File: src/rtl/fault_route_pkg.sv
// Package: shared constants for the fault capture and routing register.
// Assumes a three-bit register address; the address map is fixed here.
package fault_route_pkg;

    localparam int unsigned ADDR_W = 3;

    // Register address map
    localparam logic [ADDR_W-1:0] A_FAULT = 3'd0;
    localparam logic [ADDR_W-1:0] A_FSET  = 3'd1;
    localparam logic [ADDR_W-1:0] A_FCLR  = 3'd2;
    localparam logic [ADDR_W-1:0] A_MASK  = 3'd3;
    localparam logic [ADDR_W-1:0] A_ACT0  = 3'd4;
    localparam logic [ADDR_W-1:0] A_ACT1  = 3'd5;

    // Reaction class index equals the action code {action0, action1}
    localparam int unsigned N_CLASS = 4;
    localparam int unsigned CL_SYS  = 0;
    localparam int unsigned CL_REC  = 1;
    localparam int unsigned CL_HOST = 2;
    localparam int unsigned CL_UNIT = 3;

endpackage

File: src/rtl/fault_store.sv
// Module: fault_store
// Holds the sticky fault bits. Source pulses set bits; software writes
// replace, OR into or clear the register through three addresses.
// Assumes single-cycle write strobes; a source pulse beats a clear.
module fault_store
    import fault_route_pkg::*;
#(
    parameter int unsigned N_SRC = 64
) (
    input  logic              clk,
    input  logic              rst_n,
    input  logic [N_SRC-1:0]  src_err,
    input  logic              wr_en,
    input  logic [ADDR_W-1:0] wr_addr,
    input  logic [N_SRC-1:0]  wr_data,
    output logic [N_SRC-1:0]  fault_q
);

    logic [N_SRC-1:0] base_d;

    // Select the software-modified value before source pulses merge in
    always_comb begin
        base_d = fault_q;
        if (wr_en) begin
            unique case (wr_addr)
                A_FAULT: base_d = wr_data;
                A_FSET:  base_d = fault_q | wr_data;
                A_FCLR:  base_d = fault_q & ~wr_data;
                default: base_d = fault_q;
            endcase
        end
    end

    // Register the fault bits with source pulses taking priority
    always_ff @(posedge clk) begin
        if (!rst_n) fault_q <= '0;
        else        fault_q <= base_d | src_err;
    end

endmodule

File: src/rtl/fault_cfg.sv
// Module: fault_cfg
// Holds the mask and the two action registers. The mask resets to all ones
// so every source starts masked; the action registers reset to zero.
// Assumes full-width writes only.
module fault_cfg
    import fault_route_pkg::*;
#(
    parameter int unsigned N_SRC = 64
) (
    input  logic              clk,
    input  logic              rst_n,
    input  logic              wr_en,
    input  logic [ADDR_W-1:0] wr_addr,
    input  logic [N_SRC-1:0]  wr_data,
    output logic [N_SRC-1:0]  mask_q,
    output logic [N_SRC-1:0]  act0_q,
    output logic [N_SRC-1:0]  act1_q
);

    // Update the mask register on a write to its address
    always_ff @(posedge clk) begin
        if (!rst_n)                          mask_q <= '1;
        else if (wr_en && wr_addr == A_MASK) mask_q <= wr_data;
    end

    // Update the action0 register on a write to its address
    always_ff @(posedge clk) begin
        if (!rst_n)                          act0_q <= '0;
        else if (wr_en && wr_addr == A_ACT0) act0_q <= wr_data;
    end

    // Update the action1 register on a write to its address
    always_ff @(posedge clk) begin
        if (!rst_n)                          act1_q <= '0;
        else if (wr_en && wr_addr == A_ACT1) act1_q <= wr_data;
    end

endmodule

File: src/rtl/fault_route.sv
// Module: fault_route
// Decodes the two action bits of every source into one of four classes,
// then ORs the unmasked fault bits of each class into a registered output.
// Assumes class index equals the code {action0, action1}.
module fault_route
    import fault_route_pkg::*;
#(
    parameter int unsigned N_SRC = 64
) (
    input  logic               clk,
    input  logic               rst_n,
    input  logic [N_SRC-1:0]   fault,
    input  logic [N_SRC-1:0]   mask,
    input  logic [N_SRC-1:0]   act0,
    input  logic [N_SRC-1:0]   act1,
    output logic [N_CLASS-1:0] react_q
);

    logic [N_SRC-1:0]   live;
    logic [N_CLASS-1:0] hit;

    // Faults that are allowed to reach any reaction
    assign live = fault & ~mask;

    for (genvar c = 0; c < N_CLASS; c++) begin : g_class
        localparam logic [1:0] CODE = 2'(c);
        logic [N_SRC-1:0] sel;
        // Bits whose action code matches this class
        assign sel    = (CODE[1] ? act0 : ~act0) & (CODE[0] ? act1 : ~act1);
        assign hit[c] = |(live & sel);
    end

    // Register the per-class reductions
    always_ff @(posedge clk) begin
        if (!rst_n) react_q <= '0;
        else        react_q <= hit;
    end

endmodule

File: src/rtl/fault_rdport.sv
// Module: fault_rdport
// Registered read multiplexer. The fault register answers at its own address
// and both alias addresses; unused addresses read zero.
// Assumes the address is held for the cycle of interest.
module fault_rdport
    import fault_route_pkg::*;
#(
    parameter int unsigned N_SRC = 64
) (
    input  logic              clk,
    input  logic              rst_n,
    input  logic [ADDR_W-1:0] rd_addr,
    input  logic [N_SRC-1:0]  fault,
    input  logic [N_SRC-1:0]  mask,
    input  logic [N_SRC-1:0]  act0,
    input  logic [N_SRC-1:0]  act1,
    output logic [N_SRC-1:0]  rd_data_q
);

    logic [N_SRC-1:0] rd_d;

    // Pick the addressed register
    always_comb begin
        unique case (rd_addr)
            A_FAULT, A_FSET, A_FCLR: rd_d = fault;
            A_MASK:                  rd_d = mask;
            A_ACT0:                  rd_d = act0;
            A_ACT1:                  rd_d = act1;
            default:                 rd_d = '0;
        endcase
    end

    // Register the read data
    always_ff @(posedge clk) begin
        if (!rst_n) rd_data_q <= '0;
        else        rd_data_q <= rd_d;
    end

endmodule

File: src/rtl/fault_route_reg.sv
// Module: fault_route_reg (top)
// Sticky fault register with mask and two-bit per-source action codes
// routing each unmasked fault to one of four severity outputs.
// Assumes a synchronous active-low reset and one register access per cycle.
module fault_route_reg
    import fault_route_pkg::*;
#(
    parameter int unsigned N_SRC = 64
) (
    input  logic              clk,
    input  logic              rst_n,
    input  logic [N_SRC-1:0]  src_err,
    input  logic [ADDR_W-1:0] reg_addr,
    input  logic              reg_we,
    input  logic [N_SRC-1:0]  reg_wdata,
    output logic [N_SRC-1:0]  reg_rdata,
    output logic              chk_sys_o,
    output logic              recov_o,
    output logic              host_attn_o,
    output logic              chk_unit_o
);

    logic [N_SRC-1:0]   fault_q;
    logic [N_SRC-1:0]   mask_q;
    logic [N_SRC-1:0]   act0_q;
    logic [N_SRC-1:0]   act1_q;
    logic [N_CLASS-1:0] react_q;

    fault_store #(.N_SRC(N_SRC)) u_store (
        .clk     (clk),
        .rst_n   (rst_n),
        .src_err (src_err),
        .wr_en   (reg_we),
        .wr_addr (reg_addr),
        .wr_data (reg_wdata),
        .fault_q (fault_q)
    );

    fault_cfg #(.N_SRC(N_SRC)) u_cfg (
        .clk     (clk),
        .rst_n   (rst_n),
        .wr_en   (reg_we),
        .wr_addr (reg_addr),
        .wr_data (reg_wdata),
        .mask_q  (mask_q),
        .act0_q  (act0_q),
        .act1_q  (act1_q)
    );

    fault_route #(.N_SRC(N_SRC)) u_route (
        .clk     (clk),
        .rst_n   (rst_n),
        .fault   (fault_q),
        .mask    (mask_q),
        .act0    (act0_q),
        .act1    (act1_q),
        .react_q (react_q)
    );

    fault_rdport #(.N_SRC(N_SRC)) u_rd (
        .clk       (clk),
        .rst_n     (rst_n),
        .rd_addr   (reg_addr),
        .fault     (fault_q),
        .mask      (mask_q),
        .act0      (act0_q),
        .act1      (act1_q),
        .rd_data_q (reg_rdata)
    );

    assign chk_sys_o   = react_q[CL_SYS];
    assign recov_o     = react_q[CL_REC];
    assign host_attn_o = react_q[CL_HOST];
    assign chk_unit_o  = react_q[CL_UNIT];

endmodule

File: config.mk
export PLATFORM = sky130hd
export DESIGN_NAME = fault_route_reg
export DESIGN_NICKNAME = d
export VERILOG_FILES = /design/src/rtl/fault_route_pkg.sv /design/src/rtl/fault_store.sv /design/src/rtl/fault_cfg.sv /design/src/rtl/fault_route.sv /design/src/rtl/fault_rdport.sv /design/src/rtl/fault_route_reg.sv
export SDC_FILE = /design/constraint.sdc
export NUM_CORES = 1
export LEC_CHECK = 0
export BUFFER_PORTS_ARGS = -buffer_cell sky130_fd_sc_hd__buf_4
export CORE_UTILIZATION = 43
export DETAILED_ROUTE_END_ITERATION = 8
export HOLD_SLACK_MARGIN = 0.15
export PLACE_DENSITY_LB_ADDON = 0.05
export SETUP_SLACK_MARGIN = 0.1
export SLEW_MARGIN = 20
export SYNTH_ARGS = -nofsm -noshare
export SYNTH_HDL_FRONTEND = slang
export SYNTH_SLANG_ARGS = --single-unit
export TNS_END_PERCENT = 30
File: constraint.sdc
create_clock -name clk -period 3.4 [get_ports clk]
set_clock_uncertainty 0.05 [all_clocks]
set_input_delay 1.02 -clock clk [delete_from_list [all_inputs] [get_ports clk]]
set_output_delay 1.02 -clock clk [all_outputs]
set_load 0.02 [all_outputs]
==> impl_metrics.csv <==
group,metric,value,unit
timing,period_needed,2581,ps
clocking,cts_inserted_buffers,37,
finish,fin_nets,2080,
yosys,synth_edf_count,0,
finish,syn2layout_area_growth,20.46,%
power_and_ir_drop,irDropWorstVdd,0.3066,mV
worst_setup_path,critPathCaptureType,"register",
worst_setup_path,worstSetupPathType,"in -> reg",
floorplanning,chipWidth,189.1,µm
timing,min_period_over_period,75.91,%
yosys,syn_area,15050,µm²
worst_setup_path,critPathRequiredTime,3800,ps
clocking,post_cts_resized,0,
outcome,failing_checks,"DRC",
yosys,yosys.area.top_type,"dfxtp_1",
yosys,yosysMostFrequentCell,"nand2_1",
drt,via_count,15840,
timing,report.final.setup_viol,0,
finish,post-route-cell-area,18130,µm²
drt,antenna_violating_nets_post_route,0,
clocking,clock_sinks,324,
timing,worst_pin_slew,1097,ps
power_and_ir_drop,power.clock.fraction,41.7,%
floorplanning,floorplan.io_pins,202,
floorplanning,die_y,189.1,µm
outcome,status,"finished, violations left",
global_routing,global_route.overflow_total,0,
yosys,netlist_instances,1803,
power_and_ir_drop,power.share.switching,26.78,%
drt,totalWireLength,63.58,mm
floorplanning,core_region_area,34460,µm²
timing,timing.fmax,387.4,MHz
drt,drc,5,
worst_setup_path,worstSetupStartpointType,"input port",
yosys,synth.top_cells.by_count,"nand2_1, dfxtp_1, a21oi_1",
timing,maxSlewViolCount,0,
power_and_ir_drop,power.combinational.fraction,11.2,%
placement,dpl_cell_area,17070,µm²
power_and_ir_drop,power.density_cell_area,487.7,nW/µm²
yosys,yosysWarnings,0,
timing,rsz0062_at_grt,"no",
drt,detail_route.vias_per_cell,6.558,
timing,slew-limit-headroom,25.89,%
finish,num_antenna_cells,0,
clocking,clock_latency_on_the_worst_skew_pair,530,ps
yosys,synth_largest_type_area_fraction,43.11,%
clocking,buffer_cell_driving_the_clock_tree_root,"clkbuf_16",
yosys,ys_seq_elements,324,
finish,layout-drive-gt1-share,15.30,%
clocking,clockBufferDepth,3,
yosys,ys_async_sr_fraction,0,%
drt,initialDrtViolationCount,2390,
clocking,post_cts_setup_repair_bufs,0,
hold_path,worstHoldPathType,"reg -> reg",
global_routing,grt_use_total,34.84,%
floorplanning,fp.dieArea,35750,µm²
power_and_ir_drop,leakage,6.698,nW
placement,gpl.final_weighted_congestion,1.021,
clocking,htree_levels,2,
global_routing,grt_start_max_net_pins,67,
floorplanning,floorplan.initialDensity,43.67,%
power_and_ir_drop,intPower,0.006473,W
yosys,syn_avg_cell_area,8.345,µm²
yosys,number_of_nets_produced_by_synthesis,1937,
power_and_ir_drop,portion_of_total_power_attributed_to_sequential_cells,47.1,%
clocking,clk_pin_slew_worst_paths,60,ps
timing,totalNegativeSetupSlack,0,ps
global_routing,grt_pass1_wl,94.01,mm
timing,whs,438.5,ps
yosys,synth_ff_type,"dfxtp_1",
job,cap_violations,0,
yosys,synth.area.top_cells,"dfxtp_1, nand2_1, nor4bb_1, a21oi_1, a222oi_1",
yosys,yosysSeqAreaShare,43.11,%
placement,dp_wirelength,42.38,mm
power_and_ir_drop,power_switching,0.002367,W
floorplanning,fp-row-count,68,
worst_setup_path,crit_path_max_fanout,29,
drt,detailedRoute.firstPassIterationCount,9,
placement,port_buffers,201,
timing,hold_viol_final,0,
drt,wl_per_cell,26.32,µm
global_routing,via_count_of_the_first_global_routing_pass,14150,
clocking,cts_hold_buf,0,
yosys,synth.distinct_cells,44,
global_routing,initial_antenna_violation_count,0,
clocking,cts_tree,"built",
worst_setup_path,arrival,2980,ps
power groups by stage:
stage | logic (W) | clock network [W] | registers, W
finish | 0.000989 | 0.00368 | 0.00417
global route | 0.00106 | 0.00386 | 0.00418
CTS | 0.000975 | 0.00371 | 0.00416
detailed placement | 0.000970 | 0 | 0.00424
global placement | 0.000958 | 0 | 0.00423
floorplan | 0.000491 | 0 | 0.00421
stage by stage:
stage / instances / setup WS, ps / util [%] / power [W]
finish: 2416 / 818.9 / 52.60 / 0.008840
global placement: 2362 / 460.3 / 49.55 / 0.005191
floorplan: 1803 / 1011 / - / 0.004701
detailed placement: 2362 / 413.3 / 49.55 / 0.005209
CTS: 2416 / 908.8 / 52.59 / 0.008839
global route: 2416 / 785.3 / 52.60 / 0.009103
critical path, cell delays in order:
cell and delay (ps):
buf_4 160, nor2b_4 830, buf_4 480, a22o_1 210, a222oi_1 70, nor2_1 170
kinds of logic (layout without fill, tap and decap cells):
family	count (synthesis)	after routing	synth area share, %
flops	324	324	43.11
buf+inv	146	304	3.817
compound gates	425	425	19.81
simple gates	908	908	33.27
final timing paths:
check                           slack, ps                            from                       endpoint  cells after the start
worst max register to register       1170  u_store.fault_q[55]$_SDFF_PN0_  u_route.react_q[0]$_SDFF_PN0_                      6
worst min register to register        440   u_cfg.mask_q[23]$_SDFFE_PN1P_  u_cfg.mask_q[23]$_SDFFE_PN1P_                      2
worst min-delay path                  440   u_cfg.mask_q[23]$_SDFFE_PN1P_  u_cfg.mask_q[23]$_SDFFE_PN1P_                      2
worst max-delay path                  820                     reg_addr[2]  u_rd.rd_data_q[53]$_SDFF_PN0_                      6
cells in the final DEF, fill, tap and decap left out, drive strengths merged, types with 2 or more instances in the layout:
master / count
a21oi: 148
a221oi: 64
a222oi: 64
a22o: 65
a31oi: 2
a41oi: 3
and2: 2
and4b: 4
buf: 237
clkbuf: 48
clkinv: 4
dfxtp: 324
inv: 14
nand2: 387
nand3: 69
nand3b: 18
nand4: 21
nand4b: 57
nor2: 137
nor2b: 4
nor3: 2
nor3b: 12
nor4: 34
nor4b: 57
nor4bb: 93
o211ai: 2
o21ai: 64
o221ai: 3
o22ai: 7
or4: 5
cell type report:
class	count	area, µm²
clock buffers	48	987.2
fillers	3287	16330
flip-flops and latches	324	6486
repair buffers	237	1917
clock inverters	6	58.81
inverters	13	53.80
well taps	455	569.3
multi-input cells	1333	8054
state kept, by name (all words and copies together), names as in the netlist:
signal,flops
u_cfg.act0_q,64
u_cfg.act1_q,64
u_cfg.mask_q,64
u_rd.rd_data_q,64
u_store.fault_q,64
u_route.react_q,4
per-layer routing:
metal / global-route usage [%] / vias to the layer above / wire length (µm)
li1: - / 7108 / -
met1: 49.52 / 7641 / 26740
met2: 52.62 / 973 / 27490
met3: 6.191 / 121 / 7042
met4: 12.44 / 0 / 2307
met5: 0 / - / 0
Power figures use the tool's default switching activity.
